File: config.mk
export PLATFORM = sky130hd
export DESIGN_NAME = calendar_reg_port
export DESIGN_NICKNAME = d
export VERILOG_FILES = /design/src/rtl/cal_pkg.sv /design/src/rtl/cal_timekeep.sv /design/src/rtl/cal_periodic.sv /design/src/rtl/cal_access.sv /design/src/rtl/calendar_reg_port.sv
export SDC_FILE = /design/constraint.sdc
export NUM_CORES = 1
export LEC_CHECK = 0
export ABC_CLOCK_PERIOD_IN_PS = 2900
export CAP_MARGIN = 20
export CORE_ASPECT_RATIO = 1.75
export CORE_MARGIN = 5
export CORE_UTILIZATION = 30
export DETAILED_ROUTE_END_ITERATION = 10
export DONT_BUFFER_PORTS = 1
export PLACE_DENSITY = 0.45
export RECOVER_POWER = 50
export REMOVE_ABC_BUFFERS = 1
export SYNTH_ARGS = -nofsm -noshare
export SYNTH_HDL_FRONTEND = slang
export SYNTH_SLANG_ARGS = --single-unit
File: constraint.sdc
create_clock -name clk -period 2.9 [get_ports clk]
set_input_delay 0.29 -clock clk [delete_from_list [all_inputs] [get_ports clk]]
set_output_delay 0.29 -clock clk [all_outputs]
set_load 0.02 [all_outputs]
File: src/rtl/cal_pkg.sv
`timescale 1ns/1ps
package cal_pkg;

    localparam int BYTE_W = 8;
    localparam int NFIELD = 7;

    // time field positions inside the write-select vector
    localparam int F_SEC = 0;
    localparam int F_MIN = 1;
    localparam int F_HR  = 2;
    localparam int F_DOW = 3;
    localparam int F_DOM = 4;
    localparam int F_MON = 5;
    localparam int F_YR  = 6;

    // register index map seen by software
    localparam logic [BYTE_W-1:0] IX_SEC   = 8'd0;
    localparam logic [BYTE_W-1:0] IX_MIN   = 8'd2;
    localparam logic [BYTE_W-1:0] IX_HR    = 8'd4;
    localparam logic [BYTE_W-1:0] IX_DOW   = 8'd6;
    localparam logic [BYTE_W-1:0] IX_DOM   = 8'd7;
    localparam logic [BYTE_W-1:0] IX_MON   = 8'd8;
    localparam logic [BYTE_W-1:0] IX_YR    = 8'd9;
    localparam logic [BYTE_W-1:0] IX_STAT  = 8'd10;
    localparam logic [BYTE_W-1:0] IX_CTLB  = 8'd11;
    localparam logic [BYTE_W-1:0] IX_FLAGS = 8'd12;
    localparam logic [BYTE_W-1:0] IX_CTLD  = 8'd13;
    localparam logic [BYTE_W-1:0] IX_LAST  = 8'd13;

    localparam logic [BYTE_W-2:0] STAT_FIXED = 7'h26;
    localparam logic [BYTE_W-1:0] CTLB_VIEW  = 8'h46;
    localparam logic [BYTE_W-1:0] CTLB_FREE  = 8'h48;
    localparam logic [BYTE_W-1:0] CTLB_NEED  = 8'h06;
    localparam int               CTLB_EN_BIT = 6;

    typedef struct packed {
        logic [BYTE_W-1:0] sec;
        logic [BYTE_W-1:0] min;
        logic [BYTE_W-1:0] hr;
        logic [BYTE_W-1:0] dow;
        logic [BYTE_W-1:0] dom;
        logic [BYTE_W-1:0] mon;
        logic [BYTE_W-1:0] yr;
    } cal_time_t;

    localparam cal_time_t TIME_RST = '{sec: 8'd0, min: 8'd0, hr: 8'd0,
                                       dow: 8'd1, dom: 8'd1, mon: 8'd1,
                                       yr: 8'd0};

    typedef enum logic {PT_STOP, PT_RUN} pt_state_e;

    function automatic logic [BYTE_W-1:0] month_len(input logic [BYTE_W-1:0] mon,
                                                    input logic [BYTE_W-1:0] yr);
        logic [BYTE_W-1:0] len;
        if (mon == 8'd2)
            len = (yr[1:0] == 2'b00) ? 8'd29 : 8'd28;
        else if (mon == 8'd4 || mon == 8'd6 || mon == 8'd9 || mon == 8'd11)
            len = 8'd30;
        else
            len = 8'd31;
        return len;
    endfunction

endpackage

File: src/rtl/cal_timekeep.sv
`timescale 1ns/1ps
module cal_timekeep
    import cal_pkg::*;
(
    input  logic                  clk,
    input  logic                  rst_n,
    input  logic [NFIELD-1:0]     wr_sel,
    input  logic [BYTE_W-1:0]     wdata,
    input  logic                  tick_go,
    output cal_time_t             now
);

    cal_time_t cur_q;
    cal_time_t nxt;
    logic [BYTE_W-1:0] dim;

    always_comb begin
        dim = month_len(cur_q.mon, cur_q.yr);
        nxt = cur_q;
        if (|wr_sel) begin
            if (wr_sel[F_SEC]) nxt.sec = wdata;
            if (wr_sel[F_MIN]) nxt.min = wdata;
            if (wr_sel[F_HR])  nxt.hr  = wdata;
            if (wr_sel[F_DOW]) nxt.dow = wdata;
            if (wr_sel[F_DOM]) nxt.dom = wdata;
            if (wr_sel[F_MON]) nxt.mon = wdata;
            if (wr_sel[F_YR])  nxt.yr  = wdata;
        end else if (tick_go) begin
            if (cur_q.sec < 8'd59) begin
                nxt.sec = cur_q.sec + 8'd1;
            end else begin
                nxt.sec = 8'd0;
                if (cur_q.min < 8'd59) begin
                    nxt.min = cur_q.min + 8'd1;
                end else begin
                    nxt.min = 8'd0;
                    if (cur_q.hr < 8'd23) begin
                        nxt.hr = cur_q.hr + 8'd1;
                    end else begin
                        nxt.hr  = 8'd0;
                        nxt.dow = (cur_q.dow < 8'd7) ? cur_q.dow + 8'd1 : 8'd1;
                        if (cur_q.dom < dim) begin
                            nxt.dom = cur_q.dom + 8'd1;
                        end else begin
                            nxt.dom = 8'd1;
                            if (cur_q.mon < 8'd12) begin
                                nxt.mon = cur_q.mon + 8'd1;
                            end else begin
                                nxt.mon = 8'd1;
                                nxt.yr  = cur_q.yr + 8'd1;
                            end
                        end
                    end
                end
            end
        end
    end

    always_ff @(posedge clk or negedge rst_n) begin
        if (!rst_n) cur_q <= TIME_RST;
        else        cur_q <= nxt;
    end

    assign now = cur_q;

endmodule

File: src/rtl/cal_periodic.sv
`timescale 1ns/1ps
module cal_periodic
    import cal_pkg::*;
#(
    parameter int PERIOD_CYCLES = 16
) (
    input  logic clk,
    input  logic rst_n,
    input  logic start,
    input  logic stop,
    output logic running,
    output logic irq
);

    localparam int CW = (PERIOD_CYCLES > 1) ? $clog2(PERIOD_CYCLES) : 1;
    localparam logic [CW-1:0] RELOAD = CW'(PERIOD_CYCLES - 1);

    pt_state_e      state_q, state_d;
    logic [CW-1:0]  cnt_q;
    logic           irq_q;

    always_comb begin
        state_d = state_q;
        unique case (state_q)
            PT_STOP: if (start) state_d = PT_RUN;
            PT_RUN:  if (stop)  state_d = PT_STOP;
        endcase
    end

    // state register
    always_ff @(posedge clk or negedge rst_n) begin
        if (!rst_n) state_q <= PT_STOP;
        else        state_q <= state_d;
    end

    // counter and pulse output
    always_ff @(posedge clk or negedge rst_n) begin
        if (!rst_n) begin
            cnt_q <= '0;
            irq_q <= 1'b0;
        end else begin
            irq_q <= 1'b0;
            unique case (state_q)
                PT_STOP: begin
                    if (start) cnt_q <= RELOAD;
                end
                PT_RUN: begin
                    if (!stop) begin
                        if (cnt_q == '0) begin
                            irq_q <= 1'b1;
                            cnt_q <= RELOAD;
                        end else begin
                            cnt_q <= cnt_q - 1'b1;
                        end
                    end
                end
            endcase
        end
    end

    assign running = (state_q == PT_RUN);
    assign irq     = irq_q;

endmodule

File: src/rtl/cal_access.sv
`timescale 1ns/1ps
module cal_access
    import cal_pkg::*;
(
    input  logic                  clk,
    input  logic                  rst_n,
    input  logic                  acc_en,
    input  logic                  acc_wr,
    input  logic                  acc_port,
    input  logic [BYTE_W-1:0]     acc_wdata,
    input  logic                  sec_tick,
    input  cal_time_t             now,
    output logic [BYTE_W-1:0]     rdata,
    output logic [BYTE_W-1:0]     idx_q,
    output logic                  uip_q,
    output logic [NFIELD-1:0]     wr_sel,
    output logic                  pt_start,
    output logic                  pt_stop,
    output logic                  tick_go,
    output logic                  err_q
);

    logic data_acc, dwr, drd, idx_wr, in_range, ctlb_ok, bad;

    assign data_acc = acc_en & acc_port;
    assign dwr      = data_acc & acc_wr;
    assign drd      = data_acc & ~acc_wr;
    assign idx_wr   = acc_en & ~acc_port & acc_wr;
    assign in_range = (idx_q <= IX_LAST);
    assign ctlb_ok  = ((acc_wdata & ~CTLB_FREE) == CTLB_NEED);
    assign tick_go  = sec_tick & ~dwr;

    always_comb begin
        wr_sel = '0;
        if (dwr) begin
            case (idx_q)
                IX_SEC:  wr_sel[F_SEC] = 1'b1;
                IX_MIN:  wr_sel[F_MIN] = 1'b1;
                IX_HR:   wr_sel[F_HR]  = 1'b1;
                IX_DOW:  wr_sel[F_DOW] = 1'b1;
                IX_DOM:  wr_sel[F_DOM] = 1'b1;
                IX_MON:  wr_sel[F_MON] = 1'b1;
                IX_YR:   wr_sel[F_YR]  = 1'b1;
                default: wr_sel = '0;
            endcase
        end
    end

    assign pt_start = dwr & (idx_q == IX_CTLB) & ctlb_ok &  acc_wdata[CTLB_EN_BIT];
    assign pt_stop  = dwr & (idx_q == IX_CTLB) & ctlb_ok & ~acc_wdata[CTLB_EN_BIT];

    always_comb begin
        bad = 1'b0;
        if (data_acc && !in_range) bad = 1'b1;
        if (dwr && idx_q == IX_STAT && acc_wdata != {1'b0, STAT_FIXED}) bad = 1'b1;
        if (dwr && idx_q == IX_CTLB && !ctlb_ok) bad = 1'b1;
        if (dwr && (idx_q == IX_FLAGS || idx_q == IX_CTLD)) bad = 1'b1;
        if (drd && idx_q == IX_CTLD) bad = 1'b1;
    end

    always_comb begin
        if (!acc_port) begin
            rdata = idx_q;
        end else begin
            case (idx_q)
                IX_SEC:  rdata = now.sec;
                IX_MIN:  rdata = now.min;
                IX_HR:   rdata = now.hr;
                IX_DOW:  rdata = now.dow;
                IX_DOM:  rdata = now.dom;
                IX_MON:  rdata = now.mon;
                IX_YR:   rdata = now.yr;
                IX_STAT: rdata = {uip_q, STAT_FIXED};
                IX_CTLB: rdata = CTLB_VIEW;
                default: rdata = '0;
            endcase
        end
    end

    always_ff @(posedge clk or negedge rst_n) begin
        if (!rst_n) begin
            idx_q <= '0;
            uip_q <= 1'b1;
            err_q <= 1'b0;
        end else begin
            if (idx_wr) idx_q <= acc_wdata;
            if (drd && idx_q == IX_STAT) uip_q <= ~uip_q;
            err_q <= bad;
        end
    end

endmodule

File: src/rtl/calendar_reg_port.sv
`timescale 1ns/1ps
module calendar_reg_port
    import cal_pkg::*;
#(
    parameter int PERIOD_CYCLES = 16
) (
    input  logic       clk,
    input  logic       rst_n,
    input  logic       acc_en,
    input  logic       acc_wr,
    input  logic       acc_port,
    input  logic [7:0] acc_wdata,
    output logic [7:0] acc_rdata,
    input  logic       sec_tick,
    output logic       irq_pulse,
    output logic       err_pulse
);

    cal_time_t          now;
    logic [BYTE_W-1:0]  idx_q;
    logic               uip_q;
    logic [NFIELD-1:0]  wr_sel;
    logic               pt_start, pt_stop, pt_run, tick_go;
    logic [BYTE_W-1:0]  sec_q;

    cal_access u_access (
        .clk       (clk),
        .rst_n     (rst_n),
        .acc_en    (acc_en),
        .acc_wr    (acc_wr),
        .acc_port  (acc_port),
        .acc_wdata (acc_wdata),
        .sec_tick  (sec_tick),
        .now       (now),
        .rdata     (acc_rdata),
        .idx_q     (idx_q),
        .uip_q     (uip_q),
        .wr_sel    (wr_sel),
        .pt_start  (pt_start),
        .pt_stop   (pt_stop),
        .tick_go   (tick_go),
        .err_q     (err_pulse)
    );

    cal_timekeep u_time (
        .clk     (clk),
        .rst_n   (rst_n),
        .wr_sel  (wr_sel),
        .wdata   (acc_wdata),
        .tick_go (tick_go),
        .now     (now)
    );

    cal_periodic #(.PERIOD_CYCLES(PERIOD_CYCLES)) u_periodic (
        .clk     (clk),
        .rst_n   (rst_n),
        .start   (pt_start),
        .stop    (pt_stop),
        .running (pt_run),
        .irq     (irq_pulse)
    );

    assign sec_q = now.sec;

endmodule

== Yosys cells after proc, flatten, opt, wreduce, memory -nomap -nowiden ==
Index checks and enable logic that the tools add are counted.

* Logic and storage cells: 150
* Output and inout port bits: 10
* Register bits after elaboration: 72

* Eq/ne operators: 31
* Magnitude comparators: 7
* Add/sub/neg operators: 8
* Bitwise gates (word level): 16
* Multiplexer cells: 48
* Reduce and logical (&&, ||, !) cells: 27

{| class="wikitable"
|+ Operators by type and width
! cell !! count
|-
| 2-to-1 mux 8 bit || 16
|-
| 2-to-1 mux 56 bit || 2
|-
| case mux 8 bit (9 select lines) || 1
|-
| equality test 8 x 4 -> 1 bit (second input constant) || 8
|-
| adder 8 x 1 -> 8 bit (second input constant) || 7
|-
| 2-to-1 mux 48 bit || 1
|-
| equality test 8 x 3 -> 1 bit (second input constant) || 5
|-
| 2-to-1 mux 40 bit || 1
|-
| 2-to-1 mux 32 bit || 1
|-
| 2-to-1 mux 1 bit || 19
|-
| != test 2 bit (second input constant) || 9
|-
| equality test 8 x 2 -> 1 bit (second input constant) || 2
|-
| < comparator 8 x 6 -> 1 bit (second input constant) || 2
|-
| 2-to-1 mux 16 bit || 1
|-
| 2-to-1 mux 4 bit || 3
|-
| AND 1 bit || 10
|-
| != test 2 x 1 -> 1 bit (second input constant) || 5
|-
| AND reduction 5 bit || 2
|-
| less-or-equal comparator 8 x 4 -> 1 bit (second input constant) || 1
|-
| logical AND 1 bit || 8
|-
| logical NOT 8 bit || 1
|-
| < comparator 8 x 3 -> 1 bit (second input constant) || 1
|-
| < comparator 8 x 4 -> 1 bit (second input constant) || 1
|-
| < comparator 8 x 5 -> 1 bit (second input constant) || 1
|-
| 19 further kinds || 29
|}

== Longest topological paths before layout ==
Gate-level depths: netlist of run 1.

* Depth in word-level cells: 13
* Depth in mapped cells: 10
* Depth with buffers taken out: 9

== Modules after synthesis ==
A second synthesis of run 1 with hierarchy kept.

* Cell total of the unflattened synthesis: 520
* Area, all modules: 4,702.0 sq um

{| class="wikitable"
|+ Modules (own cells, without submodules)
! module !! sequential area each (sq um) !! area each (sq um) !! times used !! cells each
|-
| cal_timekeep || 1,405.1 || 3,151.8 || 1 || 338
|-
| cal_access || 251.5 || 1,248.7 || 1 || 155
|-
| cal_periodic || 150.1 || 301.5 || 1 || 27
|}

== Worst setup path after synthesis of run 1 ==
No wires, ideal clock.

* Kind: flip-flop to flip-flop
* From: register u_time.cur_q, in the netlist u_time.now[8]
* To: register u_time.cur_q, in the netlist u_time.now[10]
* Library setup time: 0.084 ns
* Stages on the path, launching flop included: 10
* Arrival: 2.430 ns
* Clock period less this slack: 2.514 ns
* Path buffers: 0
* Path slack: 0.386 ns
* Required time: 2.816 ns
* Cells stage by stage: dfstp_2 inv_1 ha_1 nor4b_4 ha_1 or3_1 a221o_4 a31oi_1 o21ai_0 o21ai_0

* Longest elaborated chain between the ends: 9
* Elaborated cells on any way between the ends: 22

{| class="wikitable"
|+ Ends and longest elaborated chain
! what !! RTL line !! text
|-
| start, declared || cal_timekeep.sv:13 || <nowiki>cal_time_t cur_q;</nowiki>
|-
| start signal, assigned || cal_timekeep.sv:61 || <nowiki>else cur_q <= nxt;</nowiki>
|-
| equality test 8 x 3 -> 1 bit || cal_pkg.sv:57 || <nowiki>else if (mon == 8'd4 || mon == 8'd6 || mon == 8'd9 || mon == 8'd11)</nowiki>
|-
| logical OR 1 bit (3 in a row) || cal_pkg.sv:57 ||
|-
| 2-to-1 mux 1 bit || cal_pkg.sv:57 ||
|-
| 2-to-1 mux 8 bit || cal_pkg.sv:55 || <nowiki>if (mon == 8'd2)</nowiki>
|-
| < comparator 8 bit || cal_timekeep.sv:42 || <nowiki>if (cur_q.dom < dim) begin</nowiki>
|-
| != test 2 x 1 -> 1 bit (no line) || - ||
|-
| AND reduction 6 bit (no line) || - ||
|}

Several ways; a longest one is shown, not always the timed one. The select of a mux whose other input is x is not followed.
A chain may end at the register's enable or synchronous reset.

== Worst setup path in the final report of run 1 ==
* From: register u_access.idx_q[5]
* To: output port acc_rdata[4]

* Longest elaborated chain between the ends: 3
* Elaborated cells on any way between the ends: 11

{| class="wikitable"
|+ Ends and longest elaborated chain
! what !! RTL line !! text
|-
| start, declared || cal_access.sv:14 || <nowiki>output logic [BYTE_W-1:0] idx_q,</nowiki>
|-
| start signal, assigned || cal_access.sv:86 || <nowiki>if (idx_wr) idx_q <= acc_wdata;</nowiki>
|-
| equality test 8 x 4 -> 1 bit (tied with other cells) || cal_access.sv:65 || <nowiki>case (idx_q)</nowiki>
|-
| case mux 8 bit (9 select lines) * || cal_access.sv:65 ||
|-
| 2-to-1 mux 8 bit * || cal_access.sv:62 || <nowiki>if (!acc_port) begin</nowiki>
|-
| end, declared || calendar_reg_port.sv:13 || <nowiki>output logic [7:0] acc_rdata,</nowiki>
|}

Mark *: on every way between the ends. The rest lies on a longest branch, timed or not.

==> reports/summary.txt, run 1 <==
LEAKAGE: 0.002196 uW
Cells after Synth: 514
drt total wl: 16180 um
top_reg_cell synth: dfrtp_1
clock latency on the worst-skew pair: 340 ps
placed wire-length estimate: 12230 um
CTS tree: built
layout cells sized above 1: 0.1498
critical path type: flop to primary output
Antenna diodes: 0
global-route wire length before repair: 25210 um
drt drc: 0
DIE WIDTH: 103.4 um
failing checks: max-capacitance violations, max-slew violations
Die H: 173.5 um
Slew Limit Fails: 73
initial antenna violation count: 0
clock slew at reported path FFs: 60 ps
Setup crit end kind: primary output
reg-to-reg critical path startpoint: u_time.now[12]
Gate power share: 0.192
worst-margin pin slew: 1885 ps
Rel. slew slack: -0.2569
drt pass-1 iters: 4
power per cell area: 604.4 nW/um^2
gpl congestion: 0.9534
clock power share: 0.426
Detail Route Antenna Nets: 0
top-area cell type share of the netlist area: 0.3715
core area: 14910 um^2
run status: complete, but fails checks
CP startpoint kind: flop
crit path buf inv count: 0
Tcrit/Tclk final: 0.9587
gr usage total: 0.1887
switching share of total power: 0.2996
commonest non-fill, non-tap cell in the layout: dfrtp_1
leading area contributor after synthesis: dfrtp_1
Worst EP required: 2610 ps
worst-path cell chain: nor4_4 -> nand2_1 -> o32ai_1 -> a211oi_1 -> o22ai_1
Hold Vio Cnt, Final: 0
Syn Area/Cell: 8.912 um^2
maximum clock rate: 0.3597 GHz
Max FO, Critical Path: 7
Crit path max-delay family: compound AO/OA/AOI/OAI gates
nets@finish: 556
Clock Tree Buf Depth: 2
vias in the first global route: 4304
commonest non-fill, non-tap cells in the layout: dfrtp_1, nand2_1, o21ai_0, nor2_1, a21oi_1
Cell variety after synth: 71
vias post-DR: 4198
Worst path slowest cell: nor4_4
critical path startpoint: u_access.idx_q[5]
final setup vio count: 0
total of warnings raised by yosys: 0
unrepaired setup endpoints after global routing: no
die area: 17940 um^2
Post-synth EDFFs: 0
row count: 59
max-cap viol count: 1
Fillers: 1572
DR vias/cell: 5.855
num ports: 24
I/O Buffers: 0
Area Overhead vs Synth: 16.03%
Avg WL per Cell: 22.57 um
Clock Skews: 9.708 ps
largest net degree at the start of global routing: 73
CP arrival: 2490 ps
total CTS buffers: 9
cell area after synthesis: 4581 um^2
Net Switching: 962.5 uW
Yosys reg bits: 72
post-synthesis sequential area ratio: 0.3944
startpoint of the worst hold path: acc_wdata[6]
initial core utilization: 0.3072
GRT overflow: 0
Max IR drop VDD: 278.3 uV
Synth async-reset ratio: 1.000
CTS Root Cell: clkbuf_16
Sequential Power Share: 0.382
# H-tree levels: 3
CP max stage delay: 510 ps
largest cells by area after synthesis: dfrtp_1, o21ai_0, nand2_1, mux2i_1, ha_1
# clock sinks: 72
Final Util: 0.3564
Internal: 2250 uW
initial DRC count: 304
Hold Crit Class: primary input to flop
Fin Hold WS: 78.58 ps
min Tclk post-route: 2780 ps
-- flip-flops by register name (all words and copies together) (netlist names) --
register / cells
u_periodic.running: 1
u_access.err_q: 1
u_periodic.irq: 1
u_periodic.cnt_q: 4
u_access.uip_q: 1
u_time.now: 56
u_access.idx_q: 8
-- worst paths after layout --
path | slack (ps) | depth (start not counted) | endpoint
max | 120 | 5 | acc_rdata[4]
min | 80 | 2 | u_time.now[14]
max reg2reg | 170 | 8 | u_time.now[4]
min reg2reg | 510 | 1 | u_periodic.cnt_q[3]
max in group asynchronous | 760 | 2 | u_time.now[7]
min in group asynchronous | 1010 | 2 | u_time.now[22]
-- per-stage QoR --
step / TNS, ps / setup WS (ps) / power, uW / cells / area (um^2)
2_1_floorplan: -1977 / -154.3 / 1613 / 492 / 4488
3_3_place_gp: 0 / 238.5 / 1823 / 699 / 4912
3_5_place_dp: 0 / 162.8 / 1829 / 699 / 4912
4_1_cts: 0 / 15.13 / 3237 / 717 / 5321
5_1_grt: 0 / 18.65 / 3356 / 717 / 5315
6_report: 0 / 119.9 / 3213 / 717 / 5315
-- routing by layer --
metal  part of all wire  track usage
met1               0.37       0.2125
met2               0.52       0.3243
met3              0.043      0.03021
met4              0.060       0.1097
met5                  0            0
-- timing repair --
action | in CTS | in global routing
hold buffers | 2 | 0
buffers inserted | 0 | 0
gates resized for setup | 1 | 3
endpoints found under the setup margin | 1 | 6
hold endpoints to repair | 72 | 0
-- cells in the mapped netlist, types with 5 or more instances --
cell type  count
mux2i_1       17
nand3_1       18
nand2_1       53
o211ai_1       7
and3_1         5
or3_1          6
and2_1         9
mux2_2        14
ha_1          13
a21oi_1       31
dfrtp_1       68
nor2_1        39
o22ai_1       18
o21ai_0       44
a211oi_1       8
inv_1         25
a22o_1         8
nor3_1         9
nor2b_1        5
clkbuf_1      11
a31oi_1       12
nand4_1        8
buf_2          8
-- cell families (layout without fill, tap and decap cells) --
| kind of cell | after synthesis | after routing | share of synthesized area |
|---|---|---|---|
| xor+xnor | 1 | 1 | 0.001912 |
| buf+inv | 47 | 67 | 0.04070 |
| compound gates | 170 | 170 | 0.2469 |
| flops | 72 | 72 | 0.3944 |
| mux | 32 | 32 | 0.07648 |
| fa+ha+maj | 13 | 13 | 0.03551 |
| simple gates | 179 | 179 | 0.2040 |
-- area by class of cell --
class | instances | area, um^2 | area share
clock inverters | 4 | 98.84 | 0.01860
well taps | 183 | 229.0 | 0.04308
clock buffers | 12 | 266.5 | 0.05014
flip-flops and latches | 72 | 1807 | 0.3399
inverters | 25 | 93.84 | 0.01766
repair buffers | 26 | 207.7 | 0.03908
multi-input cells | 395 | 2613 | 0.4915
-- power groups by stage --
| stage | clock network (uW) | registers, uW | logic (uW) |
|---|---|---|---|
| floorplan | 0 | 1220 | 393 |
| global placement | 0 | 1240 | 582 |
| detailed placement | 0 | 1240 | 586 |
| CTS | 1390 | 1220 | 618 |
| global route | 1430 | 1240 | 686 |
| finish | 1370 | 1230 | 616 |
Note: power is estimated with default switching activity, not from simulation.
==> inputs of run 2 (changes only) <==
- CORE_UTILIZATION: 30 -> 45
- PLACE_DENSITY: 0.45 -> 0.61
==> reports/summary.txt, run 2 (synthesis results as in run 1) <==
Die H: 143.5 um
core area: 9910 um^2
Avg WL per Cell: 22.21 um
CTS Root Cell: clkbuf_16
worst-margin pin slew: 1840 ps
commonest non-fill, non-tap cells in the layout: dfrtp_1, nand2_1, o21ai_0, nor2_1, a21oi_1
Final Cell Area: 5194 um^2
placed wire-length estimate: 10910 um
CP max stage delay: 490 ps
I/O Buffers: 0
max-cap viol count: 1
failing checks: max-capacitance violations, max-slew violations
global-route wire length before repair: 23540 um
run status: complete, but fails checks
Final Non-Filler Cells: 660
Rel. slew slack: -0.2265
Max FO, Critical Path: 7
Hold Vio Cnt, Final: 0
vias in the first global route: 4261
CP arrival: 2490 ps
Detail Route Antenna Nets: 0
LEAKAGE: 0.002171 uW
total CTS buffers: 9
unrepaired setup endpoints after global routing: no
# Post-CTS Setup Buffers: 0
largest net degree at the start of global routing: 73
num ports: 24
Gate power share: 0.204
Net Switching: 961.1 uW
die area: 12380 um^2
gr usage total: 0.2490
vias post-DR: 4366
DIE WIDTH: 86.27 um
# clock sinks: 72
Tcrit/Tclk final: 0.9592
Worst EP required: 2610 ps
power per cell area: 589.1 nW/um^2
Hold Crit Class: primary input to flop
gpl congestion: 0.9989
row count: 48
critical path startpoint: u_access.idx_q[5]
initial DRC count: 544
DR vias/cell: 6.615
Slew Limit Fails: 73
Clock Tree Buf Depth: 2
Fillers: 952
Clock Skews: 8.512 ps
Crit path depth: 5
clock slew at reported path FFs: 60 ps
reg-to-reg critical path startpoint: u_time.now[12]
Internal: 2099 uW
drt total wl: 14660 um
initial core utilization: 0.4622
Sequential Power Share: 0.399
drt drc: 0
nets@finish: 557
Inst Count DP: 642
worst-path cell chain: nor4_4 -> nand2_1 -> o32ai_1 -> a211oi_1 -> o22ai_1
CTS tree: built
Crit path max-delay family: compound AO/OA/AOI/OAI gates
maximum clock rate: 0.3595 GHz
GRT overflow: 0
initial antenna violation count: 0
max FFs per register: 56
# H-tree levels: 3
final setup vio count: 0
clock latency on the worst-skew pair: 340 ps
Area Overhead vs Synth: 13.38%
drt pass-1 iters: 5
crit path buf inv count: 0
Setup crit end kind: primary output
hold path cells: 2
Worst path slowest cell: nor4_4
Antenna diodes: 0
clock power share: 0.396
critical path type: flop to primary output
Placement Cell Area: 4835 um^2
CP startpoint kind: flop
Fin Setup TNS: 0 ps
switching share of total power: 0.3141
Worst Reg-to-Reg Cells: 8
commonest non-fill, non-tap cell in the layout: dfrtp_1
min Tclk post-route: 2782 ps
Max IR drop VDD: 436.3 uV
layout cells sized above 1: 0.1495
startpoint of the worst hold path: acc_wdata[7]
## run 2: final cells by class
cell class	count	area, um^2	share of cell area
repair buffers	27	202.7	0.03903
flip-flops and latches	72	1807	0.3479
well taps	125	156.4	0.03011
clock buffers	10	229.0	0.04409
multi-input cells	395	2613	0.5030
clock inverters	6	92.59	0.01783
inverters	25	93.84	0.01807
## run 2: worst paths after layout
check	end	slack, ps
setup / recovery	acc_rdata[4]	120
setup reg to reg	u_time.now[7]	180
hold / removal	u_time.now[15]	80
hold reg to reg	u_periodic.cnt_q[3]	520
min in group asynchronous	u_time.now[50]	1020
max in group asynchronous	u_time.now[9]	780
## run 2: timing repair
item	CTS	global route
endpoints found under the setup margin	0	6
hold buffers	2	0
gates resized for setup	0	4
endpoints found under the hold margin	72	0
## run 2: metal layers
layer	GRT usage	wire (um)	up-vias
met2	0.4286	7551	182
met3	0.05049	886	61
met5	0	0	-
met1	0.2890	5402	2159
met4	0.1297	822	0
li1	-	-	1964
## run 2: metrics by stage
step | setup slack (ps) | hold WS (ps) | util | total power [uW]
floorplan | -154.3 | -5.591 | - | 1613
global placement | 267.4 | -1.594 | 0.4879 | 1806
detailed placement | 187.4 | -1.823 | 0.4879 | 1825
CTS | 0.7900 | 72.24 | 0.5241 | 3062
global route | 3.100 | 90.04 | 0.5241 | 3201
finish | 118.2 | 79.44 | 0.5241 | 3060
## run 2: power groups by stage
stage               logic, uW  clock network, uW  registers (uW)
finish                    625               1210            1220
global route              684               1280            1240
CTS                       617               1230            1220
detailed placement        591                  0            1230
global placement          577                  0            1230
floorplan                 393                  0            1220
==> inputs of run 3 (changes only) <==
- RECOVER_POWER: 50 -> 100
==> reports/summary.txt, run 3 (synthesis results as in run 1) <==
critical path type: flop to primary output
maximum clock rate: 0.3548 GHz
Max IR drop VDD: 434.2 uV
Hold Crit Class: primary input to flop
Rel. slew slack: -0.2201
Max FO, Critical Path: 7
CTS Root Cell: clkbuf_16
placed wire-length estimate: 10910 um
max-cap viol count: 1
sequential cell area: 1807 um^2
Fin Hold WS: 76.97 ps
Die H: 143.5 um
vias post-DR: 4346
Area Overhead vs Synth: 12.56%
GRT overflow: 0
clock latency on the worst-skew pair: 340 ps
gr usage total: 0.2490
core area: 9910 um^2
Antenna diodes: 0
power per cell area: 592.1 nW/um^2
multi-input logic area: 2605 um^2
min Tclk post-route: 2819 ps
# clock sinks: 72
# H-tree levels: 3
DIE WIDTH: 86.27 um
Fillers: 959
drt pass-1 iters: 5
Clock Tree Buf Depth: 2
commonest non-fill, non-tap cells in the layout: dfrtp_1, nand2_1, o21ai_0, nor2_1, a21oi_1
run status: complete, but fails checks
Clock Skews: 8.024 ps
num ports: 24
row count: 48
startpoint of the worst hold path: acc_wdata[7]
drt drc: 0
die area: 12380 um^2
Place WS: 187.4 ps
DR vias/cell: 6.585
Avg WL per Cell: 22.22 um
Slew Limit Fails: 73
nets@finish: 557
final setup vio count: 0
Setup crit end kind: primary output
initial DRC count: 507
CTS tree: built
initial core utilization: 0.4622
commonest non-fill, non-tap cell in the layout: dfrtp_1
Reg2Reg Setup Slack: 100 ps
post-route setup slack: 81.44 ps
vias in the first global route: 4261
failing checks: max-capacitance violations, max-slew violations
initial antenna violation count: 0
CP arrival: 2530 ps
max FFs per register: 56
Tcrit/Tclk final: 0.9719
Final Util: 0.5203
worst-margin pin slew: 1830 ps
# Post-CTS Setup Buffers: 0
global-route wire length before repair: 23540 um
gpl congestion: 0.9989
Hold Vio Cnt, Final: 0
CP startpoint kind: flop
reg-to-reg critical path startpoint: u_access.idx_q[5]
LEAKAGE: 0.002150 uW
Worst EP required: 2610 ps
critical path startpoint: u_access.idx_q[5]
total CTS buffers: 9
drt total wl: 14660 um
largest net degree at the start of global routing: 73
clock slew at reported path FFs: 60 ps
Detail Route Antenna Nets: 0
layout cells sized above 1: 0.1364
I/O Buffers: 0
unrepaired setup endpoints after global routing: no
run 3: cell types whose count changed in the layout (fill, tap and decap cells not counted), sizes merged:
cell	change
buf	-9
clkbuf	+9
run 3: layer usage:
metal	global-route usage	wire length, um	vias up
met3	0.05049	793	54
met2	0.4286	7610	179
met1	0.2890	5511	2153
met4	0.1297	745	0
met5	0	0	-
li1	-	-	1960
run 3: repair_timing:
item	CTS	global route
resized for setup	0	4
hold buffers	2	0
setup endpoints to repair	0	6
endpoints found under the hold margin	72	0
run 3: area by class of cell:
type / count / share of cell area
multi-input combinational: 395 / 0.5052
clock buffer: 10 / 0.04441
clock inverter: 6 / 0.01796
inverter: 25 / 0.01820
timing repair buffer: 27 / 0.03349
tap: 125 / 0.03033
sequential: 72 / 0.3504
run 3: through the flow:
| stage | total power [uW] | cells | instance area (um^2) | TNS, ps |
|---|---|---|---|---|
| floorplan | 1613 | 492 | 4488 | -1977 |
| global placement | 1806 | 642 | 4835 | 0 |
| detailed placement | 1825 | 642 | 4835 | 0 |
| CTS | 3062 | 660 | 5194 | 0 |
| global route | 3192 | 660 | 5156 | 0 |
| finish | 3053 | 660 | 5156 | 0 |
run 3: final timing paths:
| check | to | depth (start not counted) |
|---|---|---|
| worst max register to register | u_time.now[33] | 8 |
| worst max-delay path | acc_rdata[4] | 5 |
| worst min register to register | u_time.now[29] | 2 |
| worst min-delay path | u_time.now[15] | 2 |
| min in group asynchronous | u_time.now[50] | 2 |
| max in group asynchronous | u_time.now[9] | 2 |
run 3: critical path: stages (launching register included):
cell	delay (ps)
dfrtp_1	420
nor4_4	500
nand2_1	290
o32ai_1	410
a211oi_1	150
o22ai_1	420
run 3: where the power goes:
group	total, uW	switching, uW	internal [uW]	leakage [uW]
combinational	617	377	239	0.00111
sequential	1220	128	1100	0.000894
clock	1210	455	758	0.000149
total	3050	960	2090	0.00215
